--- src/rtl/ccr_pkg.sv ---
package ccr_pkg;

  typedef enum logic [1:0] {
    ST_IDLE = 2'd0,
    ST_SEND = 2'd1,
    ST_WAIT = 2'd2
  } ccr_state_e;

  // decoded events after state qualification and priority
  typedef struct packed {
    logic start;
    logic coll;
    logic done;
    logic byte_ok;
    logic go;
  } ccr_evt_s;

endpackage

--- src/rtl/ccr_win_cnt.sv ---
// Saturating tally of bytes sent in the current attempt.
module ccr_win_cnt #(
  parameter int WINDOW = 64
) (
  input  logic clk,
  input  logic rst_n,
  input  logic clr_i,
  input  logic inc_i,
  output logic past_win_o
);
  localparam int BC_W = $clog2(WINDOW + 2);
  localparam logic [BC_W-1:0] LIMIT = BC_W'(WINDOW + 1);

  logic [BC_W-1:0] cnt_q;

  always_ff @(posedge clk or negedge rst_n) begin
    if (!rst_n) begin
      cnt_q <= '0;
    end else if (clr_i) begin
      cnt_q <= '0;
    end else if (inc_i && (cnt_q != LIMIT)) begin
      cnt_q <= cnt_q + BC_W'(1);
    end
  end

  // exactly WINDOW bytes is still inside the window
  assign past_win_o = (cnt_q == LIMIT);

endmodule

--- src/rtl/ccr_ptr_hold.sv ---
// Holds the FIFO read pointer of the frame's first byte.
module ccr_ptr_hold #(
  parameter int PTR_W           = 10,
  parameter bit CAPTURE_ON_BYTE = 1'b1
) (
  input  logic             clk,
  input  logic             rst_n,
  input  logic             arm_i,
  input  logic             byte_i,
  input  logic [PTR_W-1:0] ptr_i,
  output logic [PTR_W-1:0] saved_o
);
  logic [PTR_W-1:0] saved_q;

  generate
    if (CAPTURE_ON_BYTE) begin : g_on_byte
      logic pend_q;
      always_ff @(posedge clk or negedge rst_n) begin
        if (!rst_n) begin
          pend_q  <= 1'b0;
          saved_q <= '0;
        end else if (arm_i) begin
          pend_q <= 1'b1;
        end else if (byte_i && pend_q) begin
          pend_q  <= 1'b0;
          saved_q <= ptr_i;
        end
      end
    end else begin : g_on_start
      always_ff @(posedge clk or negedge rst_n) begin
        if (!rst_n) begin
          saved_q <= '0;
        end else if (arm_i) begin
          saved_q <= ptr_i;
        end
      end
      logic unused_byte;
      assign unused_byte = byte_i;
    end
  endgenerate

  assign saved_o = saved_q;

endmodule

--- src/rtl/ccr_coll_cnt.sv ---
// Per-frame collision counter; flags the value one below full scale.
module ccr_coll_cnt #(
  parameter int CNT_W = 4
) (
  input  logic             clk,
  input  logic             rst_n,
  input  logic             clr_i,
  input  logic             inc_i,
  output logic [CNT_W-1:0] cnt_o,
  output logic             last_o
);
  localparam logic [CNT_W-1:0] FULL = '1;
  localparam logic [CNT_W-1:0] PRE  = FULL - CNT_W'(1);

  logic [CNT_W-1:0] cnt_q;

  always_ff @(posedge clk or negedge rst_n) begin
    if (!rst_n) begin
      cnt_q <= '0;
    end else if (clr_i) begin
      cnt_q <= '0;
    end else if (inc_i && (cnt_q != FULL)) begin
      cnt_q <= cnt_q + CNT_W'(1);
    end
  end

  assign cnt_o  = cnt_q;
  assign last_o = (cnt_q == PRE);

endmodule

--- src/rtl/ccr_rewind_ctrl.sv ---
module ccr_rewind_ctrl #(
  parameter int PTR_W  = 10,
  parameter int WINDOW = 64,
  parameter int CNT_W  = 4
) (
  input  logic             clk,
  input  logic             rst_n,
  input  logic             frame_start_i,
  input  logic             byte_sent_i,
  input  logic             collision_i,
  input  logic             frame_done_i,
  input  logic             retry_go_i,
  input  logic [PTR_W-1:0] rd_ptr_i,
  output logic             ptr_restore_o,
  output logic [PTR_W-1:0] restore_ptr_o,
  output logic             retry_req_o,
  output logic             abort_o,
  output logic             release_o,
  output logic             late_coll_o,
  output logic             excess_coll_o,
  output logic [CNT_W-1:0] coll_cnt_o
);
  import ccr_pkg::*;

  ccr_state_e state_q, state_d;
  ccr_evt_s   ev;
  logic past_win, cnt_last;
  logic do_rewind, do_late, do_excess;
  logic restore_q, abort_q, release_q, late_q, excess_q;

  // event decode with priority: collision > done > byte
  always_comb begin
    ev.start   = (state_q == ST_IDLE) && frame_start_i;
    ev.coll    = (state_q == ST_SEND) && collision_i;
    ev.done    = (state_q == ST_SEND) && !collision_i && frame_done_i;
    ev.byte_ok = (state_q == ST_SEND) && !collision_i && !frame_done_i && byte_sent_i;
    ev.go      = (state_q == ST_WAIT) && retry_go_i;
  end

  assign do_late   = ev.coll && past_win;
  assign do_excess = ev.coll && !past_win && cnt_last;
  assign do_rewind = ev.coll && !past_win && !cnt_last;

  ccr_win_cnt #(.WINDOW(WINDOW)) u_win (
    .clk        (clk),
    .rst_n      (rst_n),
    .clr_i      (ev.start || ev.go),
    .inc_i      (ev.byte_ok),
    .past_win_o (past_win)
  );

  ccr_ptr_hold #(.PTR_W(PTR_W), .CAPTURE_ON_BYTE(1'b1)) u_ptr (
    .clk     (clk),
    .rst_n   (rst_n),
    .arm_i   (ev.start),
    .byte_i  (ev.byte_ok),
    .ptr_i   (rd_ptr_i),
    .saved_o (restore_ptr_o)
  );

  ccr_coll_cnt #(.CNT_W(CNT_W)) u_cnt (
    .clk    (clk),
    .rst_n  (rst_n),
    .clr_i  (ev.start),
    .inc_i  (do_rewind || do_excess),
    .cnt_o  (coll_cnt_o),
    .last_o (cnt_last)
  );

  always_comb begin
    state_d = state_q;
    unique case (state_q)
      ST_IDLE: if (ev.start) state_d = ST_SEND;
      ST_SEND: begin
        if (do_rewind)                   state_d = ST_WAIT;
        else if (do_late || do_excess)   state_d = ST_IDLE;
        else if (ev.done)                state_d = ST_IDLE;
      end
      ST_WAIT: if (ev.go) state_d = ST_SEND;
      default: state_d = ST_IDLE;
    endcase
  end

  always_ff @(posedge clk or negedge rst_n) begin
    if (!rst_n) begin
      state_q   <= ST_IDLE;
      restore_q <= 1'b0;
      abort_q   <= 1'b0;
      release_q <= 1'b0;
      late_q    <= 1'b0;
      excess_q  <= 1'b0;
    end else begin
      state_q   <= state_d;
      restore_q <= do_rewind;
      abort_q   <= do_late || do_excess;
      release_q <= ev.done;
      if (ev.start) begin
        late_q   <= 1'b0;
        excess_q <= 1'b0;
      end else begin
        if (do_late)   late_q   <= 1'b1;
        if (do_excess) excess_q <= 1'b1;
      end
    end
  end

  assign ptr_restore_o = restore_q;
  assign abort_o       = abort_q;
  assign release_o     = release_q;
  assign late_coll_o   = late_q;
  assign excess_coll_o = excess_q;
  assign retry_req_o   = (state_q == ST_WAIT);

endmodule

--- config.mk ---
export PLATFORM = sky130hd
export DESIGN_NAME = ccr_rewind_ctrl
export DESIGN_NICKNAME = d
export VERILOG_FILES = /design/src/rtl/ccr_pkg.sv /design/src/rtl/ccr_win_cnt.sv /design/src/rtl/ccr_ptr_hold.sv /design/src/rtl/ccr_coll_cnt.sv /design/src/rtl/ccr_rewind_ctrl.sv
export SDC_FILE = /design/constraint.sdc
export NUM_CORES = 1
export LEC_CHECK = 0
export BUFFER_PORTS_ARGS = -buffer_cell sky130_fd_sc_hd__buf_2
export CORE_UTILIZATION = 54
export DETAILED_ROUTE_END_ITERATION = 10
export PLACE_DENSITY = 0.82
export SLEW_MARGIN = 0
export SYNTH_ARGS = -nofsm -noshare
export SYNTH_HDL_FRONTEND = slang
export SYNTH_SLANG_ARGS = --single-unit
--- constraint.sdc ---
create_clock -name clk -period 4.8 [get_ports clk]
set_input_delay 0.24 -clock clk [delete_from_list [all_inputs] [get_ports clk]]
set_output_delay 0.24 -clock clk [all_outputs]
set_load 0.1 [all_outputs]
==> impl_metrics.toml, run 1 <==
[drt]
vias_per_cell = 5.47
routed.top_layer = "met4"
dr.first_iter.drc_count = 12
dr.pass1.iters = 4
wl_met3_microns = 96
routedWlPerCell_microns = 14.2
wl_met1_mm = 1.13
detail-route-antenna-nets = 0
drc = 0
met2_length_mm = 1.36
routed_wl_mm = 2.64
dr_total_vias = 1018

[sta]
finClkSkew_ps = 6.59
rsz0062_at_grt = "false"
slew_headroom = 0.416
tightest_slew_ps = 873
fmax_ghz = 0.454
period_needed_ps = 2200
setup-tns-final_ps = 0
hold_viol = 0
slew_violations = 0
setup_viol = 0
setup_slack_ps = 2600
min_period_over_period = 0.459

[global_routing]
grt_first_pass_wirelength_mm = 4.23
overflow = 0
grt_max_degree = 30
grt_util_all_layers = 0.223
antenna_found_initial = 0
grt_pass1_vias = 984

[setup_path]
r2r_start = "state_q[1]"
rr_endpoint = "u_ptr.saved_o[4]"
required_ps = 5020
cp.arrival_ps = 2420
ff2ff_path_depth = 3
cp-start-kind = "register"
r2r_slack_ps = 2600
cp-end-kind = "register"
worst-setup-path-type = "reg -> reg"
cp_max_fo = 10

[placement]
place_worst_setup_slack_ps = 2620
portBuffers = 36
place_hpwl_mm = 2.00
place_congestion = 0.839

[finish]
drive_gt1_frac = 0.373
nFillCells = 171
multiInputGateArea_sq_um = 571
seqCellArea_sq_um = 726
antenna_cells = 0
nNetsFinal = 178
areaGrowthSynthToFinish_pct = 20.4

[pwr]
power.density_nw_per_um2 = 686
ir_worst_vdd_mv = 0.595
power_leakage_nw = 0.813

[floorplan]
die_h_microns = 51.7
io_pins = 37
coreArea_sq_um = 2280
start_util = 0.585
die_area_sq_um = 2670
die_x_microns = 51.7
rows = 17

[yosys]
synth_top_area_frac = 0.545
synth-async-reset-ratio = 1.00
synthDistinctLibCells = 35
syn_nets = 135
postSynthCellCount = 114
syn-cell-area_sq_um = 1330
yosysTopAreaCell = "dfrtp_1"
yosysSeqAreaShare = 0.545
yosysMostFrequentCell = "dfrtp_1"
ys_top_cells_by_area = "dfrtp_1 55%, mux2_2 8.5%, ha_1 3.8%, nor2_1 2.5%, a21oi_1 2.3%"
synth_warnings = 0
syn_avg_cell_area_sq_um = 11.7
synth_edf_count = 0
ys_seq_elements = 29
yosys-top-cells-count = "29 x dfrtp_1, 10 x mux2_2, 9 x nor2_1"
synth_flop_cell = "dfrtp_1"

[flow_run]
max_cap_violations = 0

[clock_network]
clock-sinks = 29
clk_latency_ps = 320
cts_setup_buffers = 0
cts_resized = 0
clock-root-buffer = "clkbuf_4"
cts_tree = "yes"
cts_made_buffers = 5
cts.htree.levels = 2
cts-hold-fix-buffers = 1
cts.clk_slew.worst_paths_ps = 90
clockBufferDepth = 2

[hold_path]
hold_depth = 2
hold_end = "u_ptr.saved_o[2]"
holdCritStartpoint = "rd_ptr_i[2]"
hold_path.class = "in -> reg"

[status]
status = "finished, final reports clean"
placed cells by master, fill, tap and decap left out, types with 4 or more instances in the layout:
cell,Yosys,final
clkbuf_4,0,5
nand3_1,5,5
inv_1,8,8
ha_1,4,4
nor2_1,9,9
a21oi_1,6,6
mux2_2,10,10
nand2_1,4,4
dfrtp_1,29,29
buf_2,1,36
per-stage QoR:
stage,util,instance area [sq um],total power (W),instances,hold slack (ps)
finish,0.704,1600,0.00110,186,142
global route,0.704,1600,0.00115,186,132
CTS,0.704,1600,0.00111,186,133
detailed placement,0.677,1540,0.000968,177,292
global placement,0.677,1540,0.000949,177,285
floorplan,-,1330,0.000858,114,-55.6
cell type report:
cell class,count,share of cell area
flip-flops and latches,29,0.453
multi-input cells,76,0.356
repair buffers,37,0.119
clock buffers,6,0.0258
well taps,28,0.0219
inverters,8,0.0187
clock inverters,2,0.00625
layer usage:
layer	GRT usage	vias up
met5	0	-
met4	0.108	0
met3	0.0614	6
met2	0.377	25
met1	0.262	494
li1	-	493
power by group:
part / leakage, nW / total [W] / internal [W] / switching, W
Clock: 0.0320 / 0.000138 / 0.0000556 / 0.0000825
Sequential: 0.380 / 0.000356 / 0.000306 / 0.0000499
Combinational: 0.401 / 0.000605 / 0.000114 / 0.000491
critical path, cell delays in order (launching register included):
cell	delay [ps]
dfrtp_1	450
nor3b_1	750
nand4b_1	490
mux2_2	400
registers in the layout (all words and copies together), names as in the netlist:
name,flops
u_ptr.saved_o,10
u_win.cnt_q,7
late_coll_o,1
release_o,1
ptr_restore_o,1
abort_o,1
u_ptr.g_on_byte.pend_q,1
u_cnt.cnt_o,4
excess_coll_o,1
state_q,2
kinds of logic (layout without fill, tap and decap cells):
group           after synthesis  in the layout  share of synthesized area
compound gates               18             18                     0.0949
simple gates                 38             38                      0.170
buf+inv                       9             53                     0.0263
xor+xnor                      4              4                     0.0263
flops                        29             29                      0.545
fa+ha+maj                     4              4                     0.0376
mux                          12             12                     0.0996
worst max path at each step:
stage / start / end / slack (ps)
after floorplan: u_cnt.cnt_o[0] / u_cnt.cnt_o[1] / 2620
after global placement: state_q[1] / u_win.cnt_q[5] / 2700
after detailed placement: state_q[1] / u_ptr.saved_o[4] / 2620
after CTS: state_q[1] / u_ptr.saved_o[4] / 2600
after global routing: state_q[1] / u_ptr.saved_o[3] / 2470
final: state_q[1] / u_ptr.saved_o[4] / 2600
Note: power is estimated with default switching activity, not from simulation.
==> inputs of run 2 (changes only) <==
- CORE_UTILIZATION: 54 -> 46
- PLACE_DENSITY: 0.82 -> 0.74
- clock period: 4.8 -> 2 ns (I/O delays scaled with it)
==> impl_metrics.toml, run 2 (synthesized netlist as in run 1, its figures left out) <==
[placement]
portBuffers = 36
place_worst_setup_slack_ps = 82.4
placed_cell_area_sq_um = 1620
place_hpwl_mm = 1.94
place_congestion = 0.857

[setup_path]
cp-end-kind = "register"
cp-start-kind = "register"
required_ps = 2260
cp.arrival_ps = 2190
worst-setup-path-type = "reg -> reg"
cp_max_fo = 2

[floorplan]
die_h_microns = 55.8
coreArea_sq_um = 2760
die_x_microns = 55.8
start_util = 0.483
io_pins = 37
die_area_sq_um = 3110
rows = 19

[clock_network]
clock-root-buffer = "clkbuf_4"
cts.htree.levels = 2
clk_latency_ps = 330
cts_made_buffers = 5
cts.clk_slew.worst_paths_ps = 80
clock-sinks = 29
cts_tree = "yes"
clockBufferDepth = 2

[drt]
dr_total_vias = 1075
routedWlPerCell_microns = 13.2
detail-route-antenna-nets = 0
vias_per_cell = 5.17
drc = 0
routed_wl_mm = 2.74
dr.pass1.iters = 4
dr.first_iter.drc_count = 21

[finish]
antenna_cells = 0
areaGrowthSynthToFinish_pct = 36.5
nFillCells = 222
largest_reg_flops = 10
seqCellArea_sq_um = 728
nNetsFinal = 197
final_common_cell = "buf_2"
drive_gt1_frac = 0.401
layout_common_cells = "36 x buf_2, 27 x dfrtp_1, 11 x dlygate4sd3_1, 10 x mux2_2"
multiInputGateArea_sq_um = 577
postLayoutCellArea_sq_um = 1820

[sta]
setup_slack_ps = 71.8
min_period_over_period = 0.964
rsz0062_at_grt = "false"
tightest_slew_ps = 675
slew_headroom = 0.547
setup_viol = 0
fmax_ghz = 0.519
hold_viol = 0
holdWs_ps = 56.9
slew_violations = 0
finClkSkew_ps = 8.59
setup-tns-final_ps = 0
period_needed_ps = 1930

[pwr]
power_leakage_nw = 0.912
ir_worst_vdd_mv = 1.29
power.density_nw_per_um2 = 1580

[hold_path]
hold_path.class = "in -> reg"

[global_routing]
overflow = 0
grt_pass1_vias = 988
grt_util_all_layers = 0.198
antenna_found_initial = 0
grt_max_degree = 30
grt_first_pass_wirelength_mm = 4.59

[status]
status = "finished, final reports clean"

[flow_run]
max_cap_violations = 0
## run 2: path summary, 6_finish.rpt
kind                                    endpoint  slack (ps)             start  depth (start not counted)
worst max-delay path              u_win.cnt_q[5]          70        state_q[1]                          4
worst min-delay path                  state_q[1]          60        retry_go_i                          3
worst max register to register    u_win.cnt_q[5]          70        state_q[1]                          4
worst min register to register  u_ptr.saved_o[0]         510  u_ptr.saved_o[0]                          1
max in group asynchronous         u_cnt.cnt_o[0]        1250             rst_n                          2
min in group asynchronous          ptr_restore_o         310             rst_n                          2
## run 2: final cells by class
class,count,share of cell area
Sequential cell,29,0.401
Multi-Input combinational cell,76,0.317
Timing Repair Buffer,56,0.197
Clock buffer,7,0.0303
Tap cell,31,0.0213
Clock inverter,1,0.0165
Inverter,8,0.0165
## run 2: layer usage
metal | share of wire | vias to the layer above | global-route usage
met5 | 0 | - | 0
met2 | 0.51 | 21 | 0.322
met4 | 0.018 | 0 | 0.0857
met1 | 0.43 | 515 | 0.237
li1 | - | 532 | -
met3 | 0.042 | 7 | 0.0698
## run 2: metrics by stage
step	util	power [W]	cells
2_1_floorplan	-	0.00206	114
3_3_place_gp	0.586	0.00233	189
3_5_place_dp	0.586	0.00236	189
4_1_cts	0.657	0.00288	208
5_1_grt	0.659	0.00299	208
6_report	0.659	0.00288	208
## run 2: repair_timing
item | CTS | global route
gates resized for setup | 0 | 1
hold endpoints to repair | 39 | 0
setup endpoints to repair | 0 | 5
hold buffers | 11 | 0
buffers inserted | 0 | 0
## run 2: power by group
group / total, W / internal, W / switching [W]
registers: 0.000829 / 0.000739 / 0.0000899
clock network: 0.000502 / 0.000298 / 0.000204
logic: 0.00155 / 0.000329 / 0.00122
total: 0.00288 / 0.00137 / 0.00151
## run 2: critical path, stage by stage (launching register included)
cell     delay, ps
dfrtp_1        400
or4b_4         490
a211o_4        320
or4_1          500
a21oi_1        150
==> inputs of run 3 (changes only) <==
- CAP_MARGIN: default -> 20
- REMOVE_ABC_BUFFERS: default -> 1
==> impl_metrics.toml, run 3 (synthesized netlist as in run 1, its figures left out) <==
[placement]
place_congestion = 0.776
place_worst_setup_slack_ps = -34.8
placed_cell_area_sq_um = 1610
portBuffers = 36
place_hpwl_mm = 1.96

[clock_network]
cts_tree = "yes"
clockBufferDepth = 2
cts_made_buffers = 5
cts.clk_slew.worst_paths_ps = 90
clock-sinks = 29
clk_latency_ps = 320
cts.htree.levels = 2
clock-root-buffer = "clkbuf_4"

[hold_path]
hold_end = "u_ptr.saved_o[6]"
hold_depth = 2
hold_path.class = "in -> reg"
holdCritStartpoint = "rd_ptr_i[6]"

[sta]
setup_slack_ps = 75.2
setup_viol = 0
hold_viol = 0
slew_violations = 0
setup-tns-final_ps = 0
period_needed_ps = 1920
finClkSkew_ps = 5.20
fmax_ghz = 0.520
rsz0062_at_grt = "false"
tightest_slew_ps = 624
slew_headroom = 0.582
min_period_over_period = 0.962

[pwr]
total_power_w = 0.00269
power.density_nw_per_um2 = 1540
ir_worst_vdd_mv = 1.86
p_switching_w = 0.00149
p_sw_frac = 0.556
p_seq_frac = 0.305
power_leakage_nw = 0.886
p_int_w = 0.00119
power_frac_clock = 0.121
power_frac_comb = 0.574

[setup_path]
r2r_start = "state_q[1]"
critPathBufInv = 0
rr_endpoint = "u_win.cnt_q[5]"
cp-start-kind = "register"
worst-setup-path-type = "reg -> reg"
cp-end-kind = "register"
cp_max_fo = 2
crit_start = "state_q[1]"
r2r_slack_ps = 80
cp.arrival_ps = 2180
max_stage_delay_ps = 510
required_ps = 2260
ff2ff_path_depth = 4
cp_slowest_cell = "or4_4"
cp_top_family = "simple AND/OR/NAND/NOR gates"
crit_chain = "or4b_4 > a211o_4 > or4_4 > a21oi_2"
cp.depth = 4

[drt]
routedWlPerCell_microns = 14.0
dr_total_vias = 1076
drc = 0
routed_wl_mm = 2.87
dr.pass1.iters = 4
dr.first_iter.drc_count = 29
detail-route-antenna-nets = 0
vias_per_cell = 5.27

[floorplan]
die_x_microns = 55.8
die_area_sq_um = 3110
coreArea_sq_um = 2760
start_util = 0.483
rows = 19
io_pins = 37
die_h_microns = 55.8

[global_routing]
grt_max_degree = 30
antenna_found_initial = 0
grt_pass1_vias = 1039
overflow = 0
grt_util_all_layers = 0.200
grt_first_pass_wirelength_mm = 4.62

[finish]
drive_gt1_frac = 0.410
nFillCells = 242
final_common_cell = "buf_2"
areaGrowthSynthToFinish_pct = 31.3
antenna_cells = 0
nNetsFinal = 193
largest_reg_flops = 10
layout_common_cells = "36 x buf_2, 29 x dfrtp_1, 10 x mux2_2, 9 x nor2_1, 9 x buf_4"
postLayoutCellArea_sq_um = 1750

[flow_run]
max_cap_violations = 0

[status]
status = "finished, final reports clean"
[run 3: changes by cell type in the layout (fill, tap and decap cells not counted), moves of 2 or more]
cell | before | now
clkinv_2 | 0 | 2
dfrtp_1 | 27 | 29
dfrtp_2 | 2 | 0
dlygate4sd3_1 | 11 | 7
[run 3: power by group through the flow]
stage / clock network (W) / logic [W] / registers, W
after floorplan: 0 / 0.000327 / 0.00173
after global placement: 0 / 0.00148 / 0.000826
after detailed placement: 0 / 0.00150 / 0.000836
after CTS: 0.000341 / 0.00154 / 0.000815
after global routing: 0.000360 / 0.00160 / 0.000839
final: 0.000326 / 0.00154 / 0.000819
[run 3: how the worst max path moves through the flow]
| stage | slack [ps] | endpoint |
|---|---|---|
| 2_1_floorplan | -180 | u_cnt.cnt_o[1] |
| 3_3_place_gp | -3 | u_win.cnt_q[5] |
| 6_report | 80 | u_win.cnt_q[5] |
| 5_1_grt | 20 | u_win.cnt_q[5] |
| 4_1_cts | 7 | u_win.cnt_q[5] |
| 3_5_place_dp | -30 | u_win.cnt_q[5] |
[run 3: layout make-up]
cell class / instances / area [sq um] / area share
Multi-Input combinational cell: 76 / 584 / 0.334
Tap cell: 31 / 38.8 / 0.0222
Clock buffer: 6 / 41.3 / 0.0236
Timing Repair Buffer: 52 / 318 / 0.182
Inverter: 8 / 30.0 / 0.0172
Clock inverter: 2 / 10.0 / 0.00573
Sequential cell: 29 / 726 / 0.415
[run 3: per-stage QoR]
stage                util  hold WS (ps)  std cells
global route        0.634          1.82        204
global placement    0.582           148        188
CTS                 0.631         0.538        204
floorplan               -          -196        113
finish              0.634          7.44        204
detailed placement  0.582           155        188
[run 3: layer usage]
| metal | vias to the layer above | track usage | wire length (microns) |
|---|---|---|---|
| met5 | - | 0 | 0 |
| met4 | 0 | 0.121 | 63 |
| met3 | 8 | 0.0535 | 139 |
| met2 | 26 | 0.334 | 1530 |
| met1 | 520 | 0.228 | 1130 |
| li1 | 522 | - | - |
[run 3: what timing repair did]
| action | 4_1_cts | 5_1_grt |
|---|---|---|
| setup endpoints to repair | 3 | 1 |
| pin swaps | 0 | 2 |
| hold buffers | 7 | 0 |
| resized for setup | 1 | 2 |
| endpoints found under the hold margin | 35 | 0 |
| setup buffers | 1 | 0 |
